## config.mk

```make
export PLATFORM = sky130hd
export DESIGN_NAME = twin_adc_reader
export DESIGN_NICKNAME = d
export VERILOG_FILES = /design/src/rtl/twin_adc_pkg.sv /design/src/rtl/twin_cycle_timer.sv /design/src/rtl/twin_conv_watchdog.sv /design/src/rtl/twin_word_fmt.sv /design/src/rtl/twin_adc_reader.sv
export SDC_FILE = /design/constraint.sdc
export NUM_CORES = 1
export LEC_CHECK = 0
export BUFFER_PORTS_ARGS = -buffer_cell sky130_fd_sc_hd__buf_2
export CAP_MARGIN = 20
export CORE_AREA = 3 3 82 84
export DETAILED_ROUTE_END_ITERATION = 8
export DIE_AREA = 0 0 85 87
export PLACE_DENSITY = 0.74
export SYNTH_ARGS = -nofsm -noshare
export SYNTH_HDL_FRONTEND = slang
export SYNTH_SLANG_ARGS = --single-unit
```

## constraint.sdc

```tcl
create_clock -name clk -period 7.7 [get_ports clk]
set_input_delay 0 -clock clk [delete_from_list [all_inputs] [get_ports clk]]
set_output_delay 0 -clock clk [all_outputs]
set_load 0.01 [all_outputs]
```

## src/rtl/twin_adc_pkg.sv

```systemverilog
`timescale 1ns/1ps
package twin_adc_pkg;
    typedef enum logic [3:0] {
        ST_IDLE,
        ST_SETUP,
        ST_CNV,
        ST_WAIT_HI,
        ST_WAIT_LO,
        ST_RD1,
        ST_GAP,
        ST_RD2,
        ST_QUIET
    } seq_state_e;
endpackage

```

## src/rtl/twin_cycle_timer.sv

```systemverilog
`timescale 1ns/1ps
module twin_cycle_timer #(
    parameter int CNT_W = 8
) (
    input  logic             clk,
    input  logic             rst_n,
    input  logic             load_i,
    input  logic [CNT_W-1:0] load_val_i,
    output logic [CNT_W-1:0] count_o,
    output logic             done_o
);
    logic [CNT_W-1:0] cnt_d, cnt_q;

    always_comb begin
        cnt_d = cnt_q;
        if (load_i)
            cnt_d = load_val_i - CNT_W'(1);
        else if (cnt_q != '0)
            cnt_d = cnt_q - CNT_W'(1);
    end

    always_ff @(posedge clk or negedge rst_n) begin
        if (!rst_n) cnt_q <= '0;
        else        cnt_q <= cnt_d;
    end

    assign count_o = cnt_q;
    assign done_o  = (cnt_q == '0);
endmodule

```

## src/rtl/twin_conv_watchdog.sv

```systemverilog
`timescale 1ns/1ps
module twin_conv_watchdog #(
    parameter int LIMIT = 2000
) (
    input  logic clk,
    input  logic rst_n,
    input  logic arm_i,
    output logic expired_o
);
    localparam int WD_W = $clog2(LIMIT + 1);

    logic [WD_W-1:0] cnt_d, cnt_q;

    always_comb begin
        cnt_d = cnt_q;
        if (!arm_i)
            cnt_d = '0;
        else if (cnt_q != WD_W'(LIMIT))
            cnt_d = cnt_q + WD_W'(1);
    end

    always_ff @(posedge clk or negedge rst_n) begin
        if (!rst_n) cnt_q <= '0;
        else        cnt_q <= cnt_d;
    end

    assign expired_o = (cnt_q == WD_W'(LIMIT));

    // the count only climbs while armed and never passes the limit
    p_wd_bounded_r11: assert property (@(posedge clk) disable iff (!rst_n)
        !arm_i |=> cnt_q == '0);
endmodule

```

## src/rtl/twin_word_fmt.sv

```systemverilog
`timescale 1ns/1ps
module twin_word_fmt #(
    parameter int IN_W    = 14,
    parameter int OUT_W   = 16,
    parameter bit BIPOLAR = 1'b1
) (
    input  logic [IN_W-1:0]  raw_i,
    output logic [OUT_W-1:0] word_o
);
    localparam int EXT_W = OUT_W - IN_W;

    generate
        if (EXT_W == 0) begin : g_plain
            assign word_o = raw_i;
        end else if (BIPOLAR) begin : g_sign
            assign word_o = {{EXT_W{raw_i[IN_W-1]}}, raw_i};
        end else begin : g_zero
            assign word_o = {{EXT_W{1'b0}}, raw_i};
        end
    endgenerate
endmodule

```

## src/rtl/twin_adc_reader.sv

```systemverilog
`timescale 1ns/1ps
module twin_adc_reader
    import twin_adc_pkg::*;
#(
    parameter int DATA_W      = 14,
    parameter int OUT_W       = 16,
    parameter bit BIPOLAR     = 1'b1,
    parameter int CNV_LOW_CYC = 9,
    parameter int RD_LOW_CYC  = 12,
    parameter int ACCESS_CYC  = 8,
    parameter int RD_GAP_CYC  = 3,
    parameter int QUIET_CYC   = 100,
    parameter int TIMEOUT_CYC = 2000
) (
    input  logic              clk,
    input  logic              rst_n,
    input  logic              start_i,
    input  logic              pair_sel_i,
    input  logic              adc_busy_i,
    input  logic [DATA_W-1:0] adc_data_i,
    output logic              adc_cnv_n_o,
    output logic              adc_pair_o,
    output logic              adc_cs_n_o,
    output logic              adc_rd_n_o,
    output logic [OUT_W-1:0]  word1_o,
    output logic [OUT_W-1:0]  word2_o,
    output logic              words_valid_o,
    output logic              seq_busy_o,
    output logic              timeout_o
);
    localparam int RD_HOLD_CYC = (RD_LOW_CYC > ACCESS_CYC) ? RD_LOW_CYC : ACCESS_CYC;
    localparam int MAX_A       = (CNV_LOW_CYC > RD_HOLD_CYC) ? CNV_LOW_CYC : RD_HOLD_CYC;
    localparam int MAX_B       = (RD_GAP_CYC > QUIET_CYC) ? RD_GAP_CYC : QUIET_CYC;
    localparam int TMR_MAX     = (MAX_A > MAX_B) ? MAX_A : MAX_B;
    localparam int TMR_W       = $clog2(TMR_MAX + 1);
    localparam int SAMPLE_AT   = RD_HOLD_CYC - ACCESS_CYC;
    localparam int N_WORDS     = 2;

    typedef struct packed {
        seq_state_e        st;
        logic [1:0]        bsy_sync;
        logic              pair;
        logic              cnv_n;
        logic              cs_n;
        logic              rd_n;
        logic [DATA_W-1:0] w0;
        logic [DATA_W-1:0] w1;
        logic              vld;
        logic              tmo;
        logic              busy;
    } regs_t;

    regs_t r_d, r_q;

    logic             tmr_load;
    logic [TMR_W-1:0] tmr_val;
    logic [TMR_W-1:0] tmr_count;
    logic             tmr_done;
    logic             wd_arm;
    logic             wd_expired;
    logic             busy_s;
    logic             sample_now;

    twin_cycle_timer #(.CNT_W(TMR_W)) u_timer (
        .clk        (clk),
        .rst_n      (rst_n),
        .load_i     (tmr_load),
        .load_val_i (tmr_val),
        .count_o    (tmr_count),
        .done_o     (tmr_done)
    );

    assign wd_arm = (r_q.st == ST_CNV) || (r_q.st == ST_WAIT_HI) || (r_q.st == ST_WAIT_LO);

    twin_conv_watchdog #(.LIMIT(TIMEOUT_CYC)) u_watchdog (
        .clk       (clk),
        .rst_n     (rst_n),
        .arm_i     (wd_arm),
        .expired_o (wd_expired)
    );

    assign busy_s     = r_q.bsy_sync[1];
    assign sample_now = (tmr_count == TMR_W'(SAMPLE_AT));

    always_comb begin
        r_d          = r_q;
        r_d.vld      = 1'b0;
        r_d.tmo      = 1'b0;
        r_d.bsy_sync = {r_q.bsy_sync[0], adc_busy_i};
        tmr_load     = 1'b0;
        tmr_val      = '0;

        unique case (r_q.st)
            ST_IDLE: begin
                if (start_i) begin
                    r_d.st   = ST_SETUP;
                    r_d.pair = pair_sel_i;
                end
            end
            ST_SETUP: begin
                r_d.st   = ST_CNV;
                tmr_load = 1'b1;
                tmr_val  = TMR_W'(CNV_LOW_CYC);
            end
            ST_CNV: begin
                if (tmr_done) r_d.st = ST_WAIT_HI;
            end
            ST_WAIT_HI: begin
                if (wd_expired) begin
                    r_d.st   = ST_QUIET;
                    r_d.tmo  = 1'b1;
                    tmr_load = 1'b1;
                    tmr_val  = TMR_W'(QUIET_CYC);
                end else if (busy_s) begin
                    r_d.st = ST_WAIT_LO;
                end
            end
            ST_WAIT_LO: begin
                if (wd_expired) begin
                    r_d.st   = ST_QUIET;
                    r_d.tmo  = 1'b1;
                    tmr_load = 1'b1;
                    tmr_val  = TMR_W'(QUIET_CYC);
                end else if (!busy_s) begin
                    r_d.st   = ST_RD1;
                    tmr_load = 1'b1;
                    tmr_val  = TMR_W'(RD_HOLD_CYC);
                end
            end
            ST_RD1: begin
                if (sample_now) r_d.w0 = adc_data_i;
                if (tmr_done) begin
                    r_d.st   = ST_GAP;
                    tmr_load = 1'b1;
                    tmr_val  = TMR_W'(RD_GAP_CYC);
                end
            end
            ST_GAP: begin
                if (tmr_done) begin
                    r_d.st   = ST_RD2;
                    tmr_load = 1'b1;
                    tmr_val  = TMR_W'(RD_HOLD_CYC);
                end
            end
            ST_RD2: begin
                if (sample_now) begin
                    r_d.w1  = adc_data_i;
                    r_d.vld = 1'b1;
                end
                if (tmr_done) begin
                    r_d.st   = ST_QUIET;
                    tmr_load = 1'b1;
                    tmr_val  = TMR_W'(QUIET_CYC);
                end
            end
            ST_QUIET: begin
                if (tmr_done) r_d.st = ST_IDLE;
            end
            default: r_d.st = ST_IDLE;
        endcase

        r_d.cnv_n = (r_d.st != ST_CNV);
        r_d.rd_n  = !((r_d.st == ST_RD1) || (r_d.st == ST_RD2));
        r_d.cs_n  = !((r_d.st == ST_RD1) || (r_d.st == ST_GAP) || (r_d.st == ST_RD2));
        r_d.busy  = (r_d.st != ST_IDLE);
    end

    always_ff @(posedge clk or negedge rst_n) begin
        if (!rst_n) begin
            r_q          <= '0;
            r_q.st       <= ST_IDLE;
            r_q.cnv_n    <= 1'b1;
            r_q.cs_n     <= 1'b1;
            r_q.rd_n     <= 1'b1;
        end else begin
            r_q <= r_d;
        end
    end

    logic [DATA_W-1:0] raw_w [N_WORDS];
    logic [OUT_W-1:0]  fmt_w [N_WORDS];

    assign raw_w[0] = r_q.w0;
    assign raw_w[1] = r_q.w1;

    generate
        for (genvar g = 0; g < N_WORDS; g++) begin : g_fmt
            twin_word_fmt #(
                .IN_W    (DATA_W),
                .OUT_W   (OUT_W),
                .BIPOLAR (BIPOLAR)
            ) u_fmt (
                .raw_i  (raw_w[g]),
                .word_o (fmt_w[g])
            );
        end
    endgenerate

    assign adc_cnv_n_o   = r_q.cnv_n;
    assign adc_pair_o    = r_q.pair;
    assign adc_cs_n_o    = r_q.cs_n;
    assign adc_rd_n_o    = r_q.rd_n;
    assign word1_o       = fmt_w[0];
    assign word2_o       = fmt_w[1];
    assign words_valid_o = r_q.vld;
    assign seq_busy_o    = r_q.busy;
    assign timeout_o     = r_q.tmo;

    // Width counters for the pulse checks
    logic [TMR_W-1:0] chk_cnv_len, chk_rd_len;
    always_ff @(posedge clk or negedge rst_n) begin
        if (!rst_n) begin
            chk_cnv_len <= '0;
            chk_rd_len  <= '0;
        end else begin
            chk_cnv_len <= adc_cnv_n_o ? '0 : chk_cnv_len + TMR_W'(1);
            chk_rd_len  <= adc_rd_n_o  ? '0 : chk_rd_len  + TMR_W'(1);
        end
    end

    p_pair_steady_r2: assert property (@(posedge clk) disable iff (!rst_n)
        seq_busy_o && $past(seq_busy_o) |-> $stable(adc_pair_o));

    p_cnv_width_r3: assert property (@(posedge clk) disable iff (!rst_n)
        $rose(adc_cnv_n_o) |-> chk_cnv_len == TMR_W'(CNV_LOW_CYC));

    p_rd_in_cs_r4: assert property (@(posedge clk) disable iff (!rst_n)
        !adc_rd_n_o |-> !adc_cs_n_o);

    p_no_cs_in_cnv_r4: assert property (@(posedge clk) disable iff (!rst_n)
        !adc_cnv_n_o |-> adc_cs_n_o);

    p_read_after_busy_r4: assert property (@(posedge clk) disable iff (!rst_n)
        $fell(adc_cs_n_o) |-> !$past(busy_s));

    p_rd_width_r5: assert property (@(posedge clk) disable iff (!rst_n)
        $rose(adc_rd_n_o) |-> chk_rd_len == TMR_W'(RD_HOLD_CYC));

    p_valid_pulse_r7: assert property (@(posedge clk) disable iff (!rst_n)
        words_valid_o |=> !words_valid_o);

    p_timeout_quiet_r11: assert property (@(posedge clk) disable iff (!rst_n)
        timeout_o |-> adc_cs_n_o && !words_valid_o);
endmodule

```

==> reports/metrics.cfg, run 1 <==
[grt]
grtUsageMet3_pct=3.60
grt.overflow.total=0
grt_first_pass_wirelength_mm=10.3
grt_pass1_vias=2189
grt_max_degree=60
grt_use_total_pct=17.6
grt-busiest-layer=met2
grtUsageMet1_pct=21.7
antenna_found_initial=0
grt_util_met2_pct=29.7

[setup_path]
crit_family=simple AND/OR/NAND/NOR gates
rr_startpoint=u_watchdog.cnt_q[0]
endpoint_kind=flip-flop
crit_type=flip-flop to flip-flop
cp_num_buf_inv=1
cpPeakStageDelay_ns=0.78
cp_max_fo=6
required_ns=7.90
rrSetupSlack_ns=4.86
slowest_stage=nor4_1
crit_chain=inv_1 > ha_1 > nand4b_1 > nor4_1 > a221oi_1 > a32oi_1 > ha_1 > o211ai_2 > mux2i_1
crit_path_start=u_watchdog.cnt_q[0]
start_kind=flip-flop
crit_arrival_ns=3.04
cpMostUsedCell=ha_1

[power]
leakage_uw=0.00158
vdd_drop_max_v=0.000223
comb_power_share_pct=34.2
sw_frac_of_total_pct=36.2
pwr-share-seq_pct=39.6
p_total_uw=1210
clockPowerShare_pct=26.2
p_int_uw=769
p_per_area_nw_per_um2=348
p_switching_uw=437

[die]
coreArea_um2=5990
num_rows=28
die_h_um=87
io_pins=58
start_util_pct=49.7
die_area_um2=7400
die_w_um=85

[timing]
min_period_ns=2.84
relSlewSlack_pct=37.9
period_share_pct=36.9
worstMarginPinSlew_ns=0.922
finalWorstSetupSlack_ns=4.86
hold_viol=0
grt_setup_unrepaired=no
final-setup-viol-count=0
worst_clock_skew_ns=0.0139
fmax_mhz=352
drv_slew=0
finalSetupTns_ns=0

[cells_and_area]
syn2layout_area_growth_pct=16.1
diodes=0
layout-drive-gt1-share_pct=30.0
postLayoutCellArea_um2=3460
final_util_pct=57.7
fillers=508
largest_reg_flops=32
regArea_um2=1480
regMostFlops=r_q
multi_input_area_um2=1190
finalNetCount=360

[detailed_routing]
drc_errors=0
vias_per_cell=5.18
dr.pass1.iters=4
wl_per_cell_um=14.3
drt_first_iter_violations=86
wl_mm=6.00
via_count=2164
drtAntennaViolNets=0

[cts]
root_buffer=clkbuf_8
cts_max_level=3
cts-buffers-inserted=9
cts_buffer_depth=2
path_clk_slew_ns=0.07
cts_tree=built
clock_sinks=59
postCtsSetupBuffers=0
clock_latency_ns=0.34

[placed_design]
gp_congestion=0.897
place_area_um2=3070
place_ws_ns=4.83
place_hpwl_mm=3.88
port-buffer-count=57

[synth]
synth_nets=318
yosysSeqAreaShare_pct=49.7
syn-instance-count=296
async_flop_share_pct=100
synth_ff_type=dfrtp_1
ys_seq_elements=59
ys_types=49
synth_area_um2=2980
synth_area_per_cell_um2=10.1
yosysWarnings=0
synth_edf_count=0

[flow_run]
cap_violations=0

[worst_hold_path]
hold_class=input pin to flip-flop
min_from=start_i

[status]
status=completed

Yosys cell counts, drive strengths merged (6+ instances only):
| cell | instances | share of area (%) |
|---|---|---|
| nand2 | 56 | 7.3 |
| nor4 | 6 | 1.3 |
| a21oi | 7 | 1.2 |
| xor2 | 7 | 2.1 |
| nor2 | 27 | 3.4 |
| buf | 37 | 9.2 |
| nand3 | 7 | 1.2 |
| mux2 | 15 | 5.7 |
| clkbuf | 7 | 0.88 |
| dfrtp | 56 | 47 |
repair_timing:
item                                   in CTS  in global routing
hold buffers                               17                  0
endpoints found under the hold margin      86                  0
gates resized for setup                     0                  0
worst register-to-register path, delay by kind of cell, from the launching register on:
family          cells  cell delay (ns)
mux                 1             0.15
simple gates        2             0.91
compound gates      3             0.78
flops               1             0.40
buf+inv             1             0.10
fa+ha+maj           2             0.39
cell type report:
class,instances,area share [%]
sequential,59,42.8
clock buffer,9,3.58
inverter,3,0.326
timing repair buffer,75,13.4
multi-input combinational,190,34.3
tap,75,2.71
clock inverter,7,2.86
logic make-up after synthesis:
group           after synthesis  synth area share (%)
simple gates                128                  20.9
compound gates               28                  7.18
fa+ha+maj                     3                  1.26
xor+xnor                     12                  3.53
buf+inv                      47                  10.4
flops                        59                  49.7
mux                          19                  7.02
cells in the final DEF (no fill, tap or decap), drive strengths merged, types with 5 or more instances in the layout:
cell / count
nor2: 27
nor4: 6
nor2b: 5
nand2: 56
nand2b: 5
buf: 58
nand3: 7
clkbuf: 9
xnor2: 5
inv: 5
a21oi: 7
mux2: 15
dfrtp: 56
dlygate4sd3: 17
xor2: 7
power by group through the flow:
stage          clock, µW  sequential [µW]  combinational [µW]
4_1_cts              322              476                 415
3_3_place_gp           0              476                 394
3_5_place_dp           0              481                 404
2_1_floorplan          0              459                 369
5_1_grt              335              493                 465
6_report             316              477                 412
metal layers:
| metal | share of wire, % | wire length (µm) | up-vias |
|---|---|---|---|
| met1 | 43 | 2580 | 1041 |
| met2 | 50 | 3030 | 61 |
| li1 | - | - | 1052 |
| met5 | 0 | 0 | - |
| met3 | 4.8 | 285 | 10 |
| met4 | 1.7 | 104 | 0 |
per-stage QoR:
| step | hold WS, ns | cells |
|---|---|---|
| detailed placement | 0.113 | 385 |
| floorplan | -0.296 | 296 |
| global placement | 0.107 | 385 |
| CTS | 0.0270 | 418 |
| global route | 0.0632 | 418 |
| finish | 0.0404 | 418 |
path summary, 6_finish.rpt:
path	to	cells after the start
worst max-delay path	u_timer.count_o[6]	9
worst min-delay path	r_q[37]	3
worst max register to register	u_timer.count_o[6]	9
worst min register to register	busy_s	0
max in group asynchronous	u_watchdog.cnt_q[1]	3
min in group asynchronous	r_d[36]	3
Power figures use the tool's default switching activity.
==> run 2: changes to the inputs <==
- clock period: 7.7 -> 2.65 ns (I/O delays scaled with it)
==> run 2 against run 1 <==
  * Via count up 2.3%
  * Utilization up 0.86 points
  * Final cell count up 2.2%
  * Sequential power rose to 2.9 times the previous value
  * Wire length up 0.87%
  * Maximum frequency up 15%
  * Die area unchanged
  * Setup slack worse by 4.7 ns
  * Design area up 1.5%
  * Count of clock-buffer cells in the layout up 1
  * Combinational power rose to 3.1 times the previous value
  * Critical path type unchanged
  * Critical endpoint is now u_timer.count_o[4]
  * Critical path depth down 2
==> reports/metrics.cfg, run 2 (synthesis gave the netlist of run 1 again) <==
[status]
status=completed  ; unchanged

[setup_path]
crit_arrival_ns=2.73  ; was 3.04 ns
endpoint_kind=flip-flop  ; unchanged
crit_path_start=u_timer.count_o[6]  ; was u_watchdog.cnt_q[0]
cp_max_fo=7  ; was 6
rr_startpoint=u_timer.count_o[6]  ; was u_watchdog.cnt_q[0]
timing.rr.end=u_timer.count_o[4]  ; was u_timer.count_o[6]
start_kind=flip-flop  ; unchanged
crit_type=flip-flop to flip-flop  ; unchanged
reg2reg_depth=7  ; was 9
rrSetupSlack_ns=0.18  ; was 4.86 ns
required_ns=2.91  ; was 7.90 ns
endpoint=u_timer.count_o[4]  ; was u_timer.count_o[6]

[cells_and_area]
postLayoutCellArea_um2=3510  ; was 3460 µm²
syn2layout_area_growth_pct=17.9  ; was 16.1%
finalNetCount=370  ; was 360
final_cell_mix=buf_2, dfrtp_1, nand2_1  ; unchanged
diodes=0  ; unchanged
layout_commonest_cell=buf_2  ; unchanged
layout-drive-gt1-share_pct=32.4  ; was 30.0%
regMostFlops=r_q  ; unchanged
final_cell_count_no_fill=427  ; was 418
largest_reg_flops=32  ; unchanged
fillers=514  ; was 508

[cts]
root_buffer=clkbuf_8  ; unchanged
path_clk_slew_ns=0.06  ; was 0.07 ns
cts-buffers-inserted=9  ; unchanged
cts_buffer_depth=2  ; unchanged
cts_max_level=3  ; unchanged
clock_latency_ns=0.34  ; about the same
clock_sinks=59  ; unchanged
postCtsSetupBuffers=0  ; unchanged
cts_tree=built  ; unchanged

[detailed_routing]
vias_per_cell=5.19  ; was 5.18
via_count=2214  ; was 2164
drt_first_iter_violations=85  ; was 86
dr.pass1.iters=4  ; unchanged
drtAntennaViolNets=0  ; unchanged
wl_per_cell_um=14.2  ; was 14.3 µm
drc_errors=0  ; unchanged
wl_mm=6.05  ; was 6.00 mm

[power]
p_per_area_nw_per_um2=971  ; was 348 nW/µm²
leakage_uw=0.00161  ; was 0.00158 µW
p_total_uw=3410  ; was 1210 µW
vdd_drop_max_v=0.000570  ; was 0.000223 V

[timing]
finalWorstSetupSlack_ns=0.179  ; was 4.86 ns
fmax_mhz=405  ; was 352 MHz
final-setup-viol-count=0  ; unchanged
worstMarginPinSlew_ns=0.638  ; was 0.922 ns
period_share_pct=93.2  ; was 36.9%
finalSetupTns_ns=0  ; unchanged
min_period_ns=2.47  ; was 2.84 ns
worst_clock_skew_ns=0.00816  ; was 0.0139 ns
relSlewSlack_pct=57.5  ; was 37.9%
grt_setup_unrepaired=no  ; unchanged
hold_viol=0  ; unchanged
drv_slew=0  ; unchanged

[grt]
grt_use_total_pct=17.9  ; was 17.6%
grt_first_pass_wirelength_mm=10.5  ; was 10.3 mm
grt.overflow.total=0  ; unchanged
grt_pass1_vias=2325  ; was 2189
grt_max_degree=33  ; was 60
antenna_found_initial=0  ; unchanged

[placed_design]
place_ws_ns=0.0862  ; was 4.83 ns
place_area_um2=3140  ; was 3070 µm²
gp_congestion=0.861  ; was 0.897
port-buffer-count=57  ; unchanged
dp_cells=395  ; was 385
place_hpwl_mm=4.12  ; was 3.88 mm

[die]
coreArea_um2=5990  ; unchanged
die_h_um=87  ; unchanged
die_area_um2=7400  ; unchanged
start_util_pct=49.7  ; unchanged
io_pins=58  ; unchanged
die_w_um=85  ; unchanged
num_rows=28  ; unchanged

[flow_run]
cap_violations=0  ; unchanged

[worst_hold_path]
hold_class=input pin to flip-flop  ; unchanged

-- run 2: changes by cell type in the layout (fill, tap and decap cells not counted), sizes merged --
cell and change:
buf +10, bufinv -1, clkbuf +1, clkinvlp +1
inv -2
-- run 2: worst min path at each step --
| stage | from | to | depth (start not counted) |
|---|---|---|---|
| 6_report | start_i | r_q[37] | 3 |
| 5_1_grt | start_i | r_q[37] | 3 |
| 4_1_cts | start_i | r_q[37] | 3 |
| 3_5_place_dp | rst_n | busy_s | 2 |
| 3_3_place_gp | rst_n | busy_s | 2 |
| 2_1_floorplan | rst_n | adc_pair_o | 0 |
-- run 2: timing repair --
item,in CTS,in global routing
hold endpoints to repair,86,0
endpoints found under the setup margin,0,3
hold buffers,17,0
gates resized for setup,0,3
-- run 2: stage by stage --
stage	hold WS, ns	utilization, %
6_report	0.0197	58.6
5_1_grt	0.0460	58.6
4_1_cts	0.0127	58.3
3_5_place_dp	0.0397	52.4
3_3_place_gp	0.0327	52.4
2_1_floorplan	-0.296	-
-- run 2: worst max-delay path, stage by stage (launching register included) --
cell and delay (ns):
dfrtp_1 0.41, or4_1 0.60, or3_4 0.42, a211oi_2 0.29, a21oi_1 0.09, ha_1 0.26
o211ai_2 0.11, mux2i_1 0.23
-- run 2: cell type report --
| cell class | count | area (µm²) | area share, % |
|---|---|---|---|
| Clock inverter | 5 | 55.1 | 1.57 |
| Inverter | 3 | 11.3 | 0.321 |
| Clock buffer | 10 | 128 | 3.64 |
| Multi-Input combinational cell | 190 | 1200 | 34.3 |
| Timing Repair Buffer | 85 | 538 | 15.3 |
| Tap cell | 75 | 93.8 | 2.67 |
| Sequential cell | 59 | 1480 | 42.2 |
-- run 2: metal layers --
metal	wire, µm	up-vias	share of wire, %	global-route usage (%)
met4	109	0	1.8	9.06
met1	2540	1065	42	21.4
li1	-	1073	-	-
met2	3040	66	50	30.6
met3	353	10	5.8	3.78
met5	0	-	0	0
-- run 2: power by group --
group	leakage [µW]	internal, µW	switching, µW
Combinational	0.000834	567	692
Clock	0.0000881	425	352
Sequential	0.000683	1170	202
